## config.mk

```make
export PLATFORM = sky130hd
export DESIGN_NAME = lu_hazard_ctrl
export DESIGN_NICKNAME = d
export VERILOG_FILES = /design/src/rtl/lu_hazard_pkg.sv /design/src/rtl/lu_src_match.sv /design/src/rtl/lu_stall_gate.sv /design/src/rtl/lu_flush_seq.sv /design/src/rtl/lu_hazard_ctrl.sv
export SDC_FILE = /design/constraint.sdc
export NUM_CORES = 1
export LEC_CHECK = 0
export BUFFER_PORTS_ARGS = -buffer_cell sky130_fd_sc_hd__buf_4
export CAP_MARGIN = 20
export CORE_AREA = 2 2 39 41
export DETAILED_ROUTE_END_ITERATION = 16
export DIE_AREA = 0 0 41 43
export GPL_TIMING_DRIVEN = 0
export PLACE_DENSITY_LB_ADDON = 0.15
export SYNTH_ARGS = -nofsm -noshare
export SYNTH_HDL_FRONTEND = slang
export SYNTH_SLANG_ARGS = --single-unit
```

## constraint.sdc

```tcl
create_clock -name clk -period 2.6 [get_ports clk]
set_clock_uncertainty 0.2 [all_clocks]
set_input_delay 0 -clock clk [delete_from_list [all_inputs] [get_ports clk]]
set_output_delay 0 -clock clk [all_outputs]
set_load 0.005 [all_outputs]
```

## src/rtl/lu_hazard_pkg.sv

```systemverilog
package lu_hazard_pkg;
  typedef struct packed {
    logic pc_we;
    logic ifid_we;
    logic bubble;
    logic flush;
  } hz_ctl_t;

  localparam int unsigned N_SRC = 2;
endpackage

```

## src/rtl/lu_src_match.sv

```systemverilog
module lu_src_match #(
  parameter int unsigned AW    = 5,
  parameter int unsigned NSRC  = 2
) (
  input  logic                      load_i,
  input  logic [AW-1:0]             dst_i,
  input  logic [NSRC-1:0][AW-1:0]   src_i,
  output logic                      hit_o
);
  logic [NSRC-1:0] eq;

  for (genvar g = 0; g < NSRC; g++) begin : g_cmp
    assign eq[g] = (src_i[g] == dst_i);
  end

  assign hit_o = load_i & (|eq);
endmodule

```

## src/rtl/lu_stall_gate.sv

```systemverilog
module lu_stall_gate (
  input  logic clk,
  input  logic rst_n,
  input  logic hit_i,
  output logic stall_o
);
  logic stalled_q;

  assign stall_o = hit_i & ~stalled_q;

  always_ff @(posedge clk) begin
    if (!rst_n) stalled_q <= 1'b0;
    else        stalled_q <= stall_o;
  end
endmodule

```

## src/rtl/lu_flush_seq.sv

```systemverilog
module lu_flush_seq (
  input  logic clk,
  input  logic rst_n,
  input  logic stall_i,
  input  logic br_i,
  output logic flush_o
);
  logic pend_q;

  assign flush_o = ~stall_i & (br_i | pend_q);

  always_ff @(posedge clk) begin
    if (!rst_n) pend_q <= 1'b0;
    else        pend_q <= stall_i & br_i;
  end
endmodule

```

## src/rtl/lu_hazard_ctrl.sv

```systemverilog
module lu_hazard_ctrl
  import lu_hazard_pkg::*;
#(
  parameter int unsigned REG_AW = 5
) (
  input  logic              clk,
  input  logic              rst_n,
  input  logic              ex_load,
  input  logic [REG_AW-1:0] ex_dst,
  input  logic [REG_AW-1:0] id_src_a,
  input  logic [REG_AW-1:0] id_src_b,
  input  logic              id_br_taken,
  output logic              pc_wr_en,
  output logic              ifid_wr_en,
  output logic              idex_bubble,
  output logic              if_flush
);
  logic [N_SRC-1:0][REG_AW-1:0] srcs;
  logic    hit, stall, flush;
  hz_ctl_t ctl;

  assign srcs[0] = id_src_a;
  assign srcs[1] = id_src_b;

  lu_src_match #(.AW(REG_AW), .NSRC(N_SRC)) u_match (
    .load_i (ex_load),
    .dst_i  (ex_dst),
    .src_i  (srcs),
    .hit_o  (hit)
  );

  lu_stall_gate u_gate (
    .clk     (clk),
    .rst_n   (rst_n),
    .hit_i   (hit),
    .stall_o (stall)
  );

  lu_flush_seq u_flush (
    .clk     (clk),
    .rst_n   (rst_n),
    .stall_i (stall),
    .br_i    (id_br_taken),
    .flush_o (flush)
  );

  always_comb begin
    ctl.pc_we   = ~stall;
    ctl.ifid_we = ~stall;
    ctl.bubble  = stall;
    ctl.flush   = flush;
  end

  assign pc_wr_en    = ctl.pc_we;
  assign ifid_wr_en  = ctl.ifid_we;
  assign idex_bubble = ctl.bubble;
  assign if_flush    = ctl.flush;
endmodule

```

# Yosys cells after proc, flatten, opt, wreduce, memory -nomap -nowiden
# Index checks and enable logic that the tools add are counted.
dict set report word_totals {
  ff_bits 2
  output_inout_bits 4
  word_cells 12
}
dict set report op_classes {
  eq_ne 2
  n_bitwise 7
  reduce_logical 1
}
# operator n
set ops {}
lappend ops {{$eq A5 B5 Y1} 2}
lappend ops {{$and A1 B1 Y1} 4}
lappend ops {{$not A1 Y1} 2}
lappend ops {{$reduce_or A2 Y1} 1}
lappend ops {{$or A1 B1 Y1} 1}

# Depth between registers and ports, before layout
# Gate-level depths: netlist (run 1).
dict set report depth {
  word_depth 6
  depth_mapped 5
}

# By module
# A second synthesis (run 1) with hierarchy kept.
dict set report hier_totals {
  hier_cells 23
  hier_area_um2 197.7
}
# mod n_inst cells_each area_per_inst_um2 seq_area_each_um2
set by_module_without_submodules {}
lappend by_module_without_submodules {lu_src_match 1 15 113.9 0.0}
lappend by_module_without_submodules {lu_flush_seq 1 3 37.5 20.0}
lappend by_module_without_submodules {lu_stall_gate 1 3 35.0 20.0}
lappend by_module_without_submodules {lu_hazard_ctrl 1 2 11.3 0.0}

# Worst setup path after synthesis (run 1)
# Ideal clock, no wire load.
dict set report synth_path {
  path_type {flip-flop to output port}
  startpoint {reg u_gate.stalled_q}
  endpoint {out pc_wr_en}
  t_arrival_ns 0.907
  t_required_ns 2.400
  slack_ns 1.493
  stages_incl_launch_ff 6
  cell_sequence {dfxtp_1 nor2b_1 nand2_1 o22ai_2 inv_1 buf_4}
}
dict set report synth_between {
  elab_chain_cells 3
}
# item line
set synth_rtl {}
lappend synth_rtl {{start, declared} lu_stall_gate.sv:7} ;# logic stalled_q;
lappend synth_rtl {{start signal, assigned} lu_stall_gate.sv:13} ;# else stalled_q <= stall_o;
lappend synth_rtl {{$not A1 Y1} lu_stall_gate.sv:9} ;# assign stall_o = hit_i & ~stalled_q;
lappend synth_rtl {{$and A1 B1 Y1} lu_stall_gate.sv:9}
lappend synth_rtl {{named net idex_bubble} lu_hazard_ctrl.sv:15} ;# output logic idex_bubble,
lappend synth_rtl {{$not A1 Y1} n/a}
lappend synth_rtl {{end, declared} lu_hazard_ctrl.sv:13} ;# output logic pc_wr_en,
# The timed path passes the listed nets, and every way through them passes these cells.

# Final worst setup path (run 1)
dict set report layout_path {
  startpoint {reg u_gate.stalled_q}
  endpoint {out pc_wr_en}
}
dict set report layout_between {
  elab_chain_cells 3
}
# item line
set layout_rtl {}
lappend layout_rtl {{$not A1 Y1} lu_stall_gate.sv:9}
lappend layout_rtl {{$and A1 B1 Y1} lu_stall_gate.sv:9}
lappend layout_rtl {{$not A1 Y1} lu_hazard_ctrl.sv:48} ;# ctl.pc_we = ~stall;
# Every way passes these cells.

==> results.json, run 1 <==
{
  "startpoint": "u_gate.stalled_q",
  "cts_buffers": 3,
  "fp.dieH_um": 43,
  "antenna_cells": 0,
  "antenna_found_initial": 0,
  "maxCapViolations": 0,
  "core_area_sq_mm": 0.00138,
  "num_vias": 261,
  "critical_path_class": "register to output pin",
  "ys_ff_latch": 2,
  "area_growth_pct": 114,
  "firstDrtPassIters": 1,
  "grt_pass1_wl_um": 834,
  "track_usage": 0.0731,
  "synth_area_sq_um": 199,
  "rows": 14,
  "rsz0062_at_grt": "no",
  "wl_um": 583,
  "cts_root_buf": "clkbuf_4",
  "cp.arrival_ns": 1.29,
  "grt_pass1_vias": 245,
  "dr.first_iter.drc_count": 0,
  "cts.htree.levels": 1,
  "worstMarginPinSlew_ns": 0.238,
  "syn_nets": 43,
  "leakage_nw": 0.193,
  "die-area_sq_mm": 0.00176,
  "instances_no_fill": 67,
  "remaining_drc_errors": 0,
  "syn_inst": 24,
  "gp_congestion": 0.523,
  "startpoint_type": "register",
  "cts_sinks": 2,
  "yosysUniqueCellTypes": 11,
  "port_buffers": 22,
  "hp-class": "input port to register",
  "drive_above_1_share": 0.549,
  "cts_tree": "yes",
  "slew_headroom": 0.841,
  "grt_overflow": 0,
  "placed_area_sq_um": 384,
  "cp_max_fo": 5,
  "cts.clk_slew.worst_paths_ns": 0.03,
  "clockBufferDepth": 2,
  "fin_nets": 72,
  "required_ns": 2.40,
  "setup-tns-final_ns": 0,
  "initial_core_util": 0.144,
  "worstReg2RegStart": "u_gate.stalled_q",
  "grt_max_degree": 6,
  "ant_nets": 0,
  "synth.yosys.seq_area_share": 0.201,
  "insertion_delay_ns": 0.22,
  "final_area_sq_um": 427,
  "fin_util": 0.308,
  "status": "finished clean",
  "placedCellCount": 62,
  "worst_ir_drop_vdd_mv": 0.128,
  "synth.avg_cell_area_sq_um": 8.29,
  "post-route-min-period_ns": 1.49,
  "r2r_cells": 4,
  "clock.fmax_mhz": 673,
  "setup_viol": 0,
  "power.density_mw_per_mm2": 357,
  "vias_per_cell": 3.90,
  "io_pins": 23,
  "maxSlewViolCount": 0,
  "die_width_um": 41,
  "hold_violations": 0,
  "hp-start": "id_src_b[0]",
  "fin_crit_sh": 0.571,
  "hpwl_um": 451,
  "avgRoutedWirePerCell_um": 8.70,
  "ys_warn_count": 0,
  "hold_depth": 5,
  "crit_path_end_kind": "output pin"
}
==> placed cells by master, fill, tap and decap left out <==
master         count
and3_1             1
nand4_1            2
dfxtp_1            2
nand2_1            2
and2_2             1
nor2_1             2
xnor2_1           10
buf_4             23
clkbuf_4           3
dlygate4sd3_1      2
o22ai_2            1
nor2b_1            1
inv_1              1
==> Yosys cell counts <==
master	n	area share
nand4_1	2	0.063
nor2_1	2	0.038
nor2b_1	1	0.031
nand2_1	2	0.038
buf_4	1	0.038
xnor2_1	10	0.44
and3_1	1	0.031
inv_1	1	0.019
o22ai_2	1	0.063
dfxtp_1	2	0.20
and2_2	1	0.038
==> state kept, by name, indices dropped and copies added, names as in the netlist <==
register          cells
u_gate.stalled_q      1
u_flush.pend_q        1
==> path summary, 6_finish.rpt <==
| kind | end | slack, ns |
|---|---|---|
| worst min-delay path | u_flush.pend_q | 0.12 |
| worst max-delay path | pc_wr_en | 1.11 |
| worst max register to register | u_flush.pend_q | 1.44 |
| worst min register to register | u_flush.pend_q | 0.53 |
==> per-stage QoR <==
stage          power [W]  worst slack, ns  hold WS [ns]
2_1_floorplan  0.0000527             1.49       -0.0831
3_3_place_gp   0.0000835             1.31        0.0276
3_5_place_dp   0.0000831             1.31        0.0289
4_1_cts         0.000159             1.05         0.127
5_1_grt         0.000162            0.935         0.167
6_report        0.000152             1.11         0.118
==> kinds of logic after synthesis <==
kind of cell	after synthesis	share of synthesized area
DFF	2	0.201
buffers and inverters	2	0.0566
and+or+nand+nor	9	0.239
xor gates and xnor gates	10	0.440
AOI/OAI and AO/OA	1	0.0629
==> report_power, final <==
part | internal [W] | leakage [nW] | switching (W)
registers | 0.0000314 | 0.0161 | 0.000000117
clock network | 0.0000508 | 0.0138 | 0.0000167
logic | 0.0000359 | 0.163 | 0.0000172
==> area by class of cell <==
type | count | area (sq um)
repair buffers | 24 | 185
well taps | 16 | 20.0
inverters | 1 | 3.75
fillers | 151 | 957
clock buffers | 3 | 22.5
multi-input cells | 20 | 148
flip-flops and latches | 2 | 40.0
plain buffers | 1 | 7.51
==> critical path, stage by stage (launching register included) <==
cell,delay [ns]
dfxtp_1,0.28
nor2b_1,0.13
nand2_1,0.08
o22ai_2,0.23
inv_1,0.09
buf_4,0.13
buf_4,0.12
==> repair_timing <==
action                                  in CTS  in global routing
buffers inserted                             0                  0
hold endpoints to repair                     2                  0
hold buffers                                 2                  0
gates resized for setup                      0                  0
endpoints found under the setup margin       0                  0
==> routing by layer <==
| layer | up-vias | wire length (um) | GRT usage |
|---|---|---|---|
| met5 | - | 0 | 0 |
| met4 | 0 | 0 | 0.0600 |
| met3 | 0 | 101 | 0.0209 |
| met2 | 17 | 280 | 0.113 |
| met1 | 112 | 201 | 0.0767 |
| li1 | 132 | - | - |
Power figures use the tool's default switching activity.
==> run 2, diff against run 1 <==
clock period = 1.3 ns   (was 2.6 ns; I/O delays follow)
==> run 2 against run 1 <==
  * The run now ends with negative setup slack left
  * Die area stayed put
  * Cell count grew 3.0%
  * First-iteration DRC count unchanged
  * Clock power rose by 100%
  * Sequential power grew 100%
  * Via count grew 3.4%
  * Flip-flop and latch count is the same
  * Register-to-register slack worse by 1.4 ns
  * Sequential share of layout area shrank 0.88 points
  * Count of clock-buffer cells in the layout did not move
==> results.json, run 2 (same netlist as run 1, synthesis figures left out) <==
{
  "cts.htree.levels": 1,
  "slew_headroom": 0.866,
  "initial_core_util": 0.144,
  "area_growth_pct": 144,
  "cp_max_fo": 3,
  "die-area_sq_mm": 0.00176,
  "whs_ns": 0.243,
  "multiInputGateArea_sq_um": 175,
  "crit_path_end_kind": "output pin",
  "clock.fmax_mhz": 721,
  "grt_pass1_vias": 255,
  "power.density_mw_per_mm2": 669,
  "port_buffers": 22,
  "wl_um": 622,
  "worstReg2RegStart": "u_gate.stalled_q",
  "maxCapViolations": 0,
  "hold_depth": 6,
  "final_common_cell": "buf_4",
  "cts_tree": "yes",
  "cts_sinks": 2,
  "dr_wl_met3_um": 102,
  "status": "finished with violations",
  "die_width_um": 41,
  "track_usage": 0.0741,
  "insertion_delay_ns": 0.22,
  "fp.dieH_um": 43,
  "worst_ir_drop_vdd_mv": 0.261,
  "cp.arrival_ns": 1.19,
  "clockBufferDepth": 2,
  "rrSetupSlack_ns": 0.05,
  "reg2reg_to": "u_flush.pend_q",
  "cts_buffers": 3,
  "antenna_found_initial": 0,
  "maxSlewViolCount": 0,
  "regArea_sq_um": 41.3,
  "cts_root_buf": "clkbuf_4",
  "grt_max_degree": 4,
  "drt-met1-wl_um": 212,
  "setup_slack_ns": -0.0875,
  "required_ns": 1.10,
  "holdPathEnd": "u_flush.pend_q",
  "cpMostUsedCell": "buf_6",
  "slowest_delay_ns": 0.31,
  "hold_violations": 0,
  "firstDrtPassIters": 1,
  "hp-start": "id_src_a[3]",
  "hpwl_um": 451,
  "hp-class": "input port to register",
  "post-route-min-period_ns": 1.39,
  "grt_overflow": 0,
  "r2r_cells": 5,
  "vias_per_cell": 3.91,
  "route.met2.wl_um": 307,
  "num_vias": 270,
  "cp_cell_sequence": "nor2b_4, nand2_2, o22ai_4, inv_2, buf_6, buf_6",
  "setup_viol": 4,
  "ant_nets": 0,
  "antenna_cells": 0,
  "remaining_drc_errors": 0,
  "fill_cells": 147,
  "startpoint_type": "register",
  "fin_nets": 74,
  "cts.clk_slew.worst_paths_ns": 0.03,
  "rows": 14,
  "drive_above_1_share": 0.679,
  "rsz0062_at_grt": "yes",
  "avgRoutedWirePerCell_um": 9.01,
  "fin_crit_sh": 1.07,
  "leakage_nw": 0.217,
  "dr.first_iter.drc_count": 0,
  "reg_top3": "u_flush.pend_q (1), u_gate.stalled_q (1)",
  "crit_slowest_cell": "dfxtp_2",
  "startpoint": "u_gate.stalled_q",
  "top_layer": "met3",
  "dp_worst_setup_slack_ns": 0.00775,
  "io_pins": 23,
  "gp_congestion": 0.523,
  "most-common-layout-cells": "buf_4, xnor2_1, buf_6",
  "worstMarginPinSlew_ns": 0.201,
  "violations": "negative setup slack",
  "grt_pass1_wl_um": 862,
  "critical_path_class": "register to output pin",
  "core_area_sq_mm": 0.00138
}
run 2: through the flow:
stage	instances	total power [W]	utilization	setup TNS (ns)	cell area [sq um]
2_1_floorplan	24	0.000105	-	0	199
3_3_place_gp	62	0.000167	0.278	0	384
3_5_place_dp	62	0.000166	0.278	0	384
4_1_cts	69	0.000330	0.335	-0.588	463
5_1_grt	69	0.000345	0.351	-0.529	485
6_report	69	0.000325	0.351	-0.251	485
run 2: report_power, final:
part / total [W] / internal [W] / leakage, nW / switching, W
Combinational: 0.000126 / 0.0000832 / 0.187 / 0.0000429
Sequential: 0.0000635 / 0.0000629 / 0.0166 / 0.000000552
Clock: 0.000135 / 0.000102 / 0.0138 / 0.0000337
run 2: worst max-delay path by stage:
stage,to,slack [ns],depth (start not counted)
after CTS,if_flush,-0.17,6
after detailed placement,pc_wr_en,0.008,6
after global placement,pc_wr_en,0.01,6
after floorplan,pc_wr_en,0.19,5
after global routing,pc_wr_en,-0.16,6
final,pc_wr_en,-0.09,6
run 2: repair_timing:
| action | CTS | global route |
|---|---|---|
| pin swaps | 2 | 1 |
| hold buffers | 2 | 0 |
| setup endpoints to repair | 4 | 6 |
| buffers inserted | 2 | 0 |
| endpoints found under the hold margin | 2 | 0 |
| resized for setup | 6 | 7 |
run 2: worst max-delay path, delay by kind of cell, from the launching register on:
family,cells,cell delay (ns)
DFF,1,0.31
buffers and inverters,3,0.27
and+or+nand+nor,2,0.19
AOI/OAI and AO/OA,1,0.19
run 2: per-layer routing:
metal,GRT usage,vias up
met1,0.0767,117
met3,0.0209,0
met2,0.116,17
met5,0,-
li1,-,136
met4,0.0600,0
run 2: layout make-up:
| type | count | area share |
|---|---|---|
| sequential | 2 | 0.0851 |
| timing repair buffer | 26 | 0.436 |
| clock buffer | 3 | 0.0464 |
| inverter | 1 | 0.00773 |
| tap | 16 | 0.0412 |
| multi-input combinational | 20 | 0.361 |
| buffer | 1 | 0.0232 |
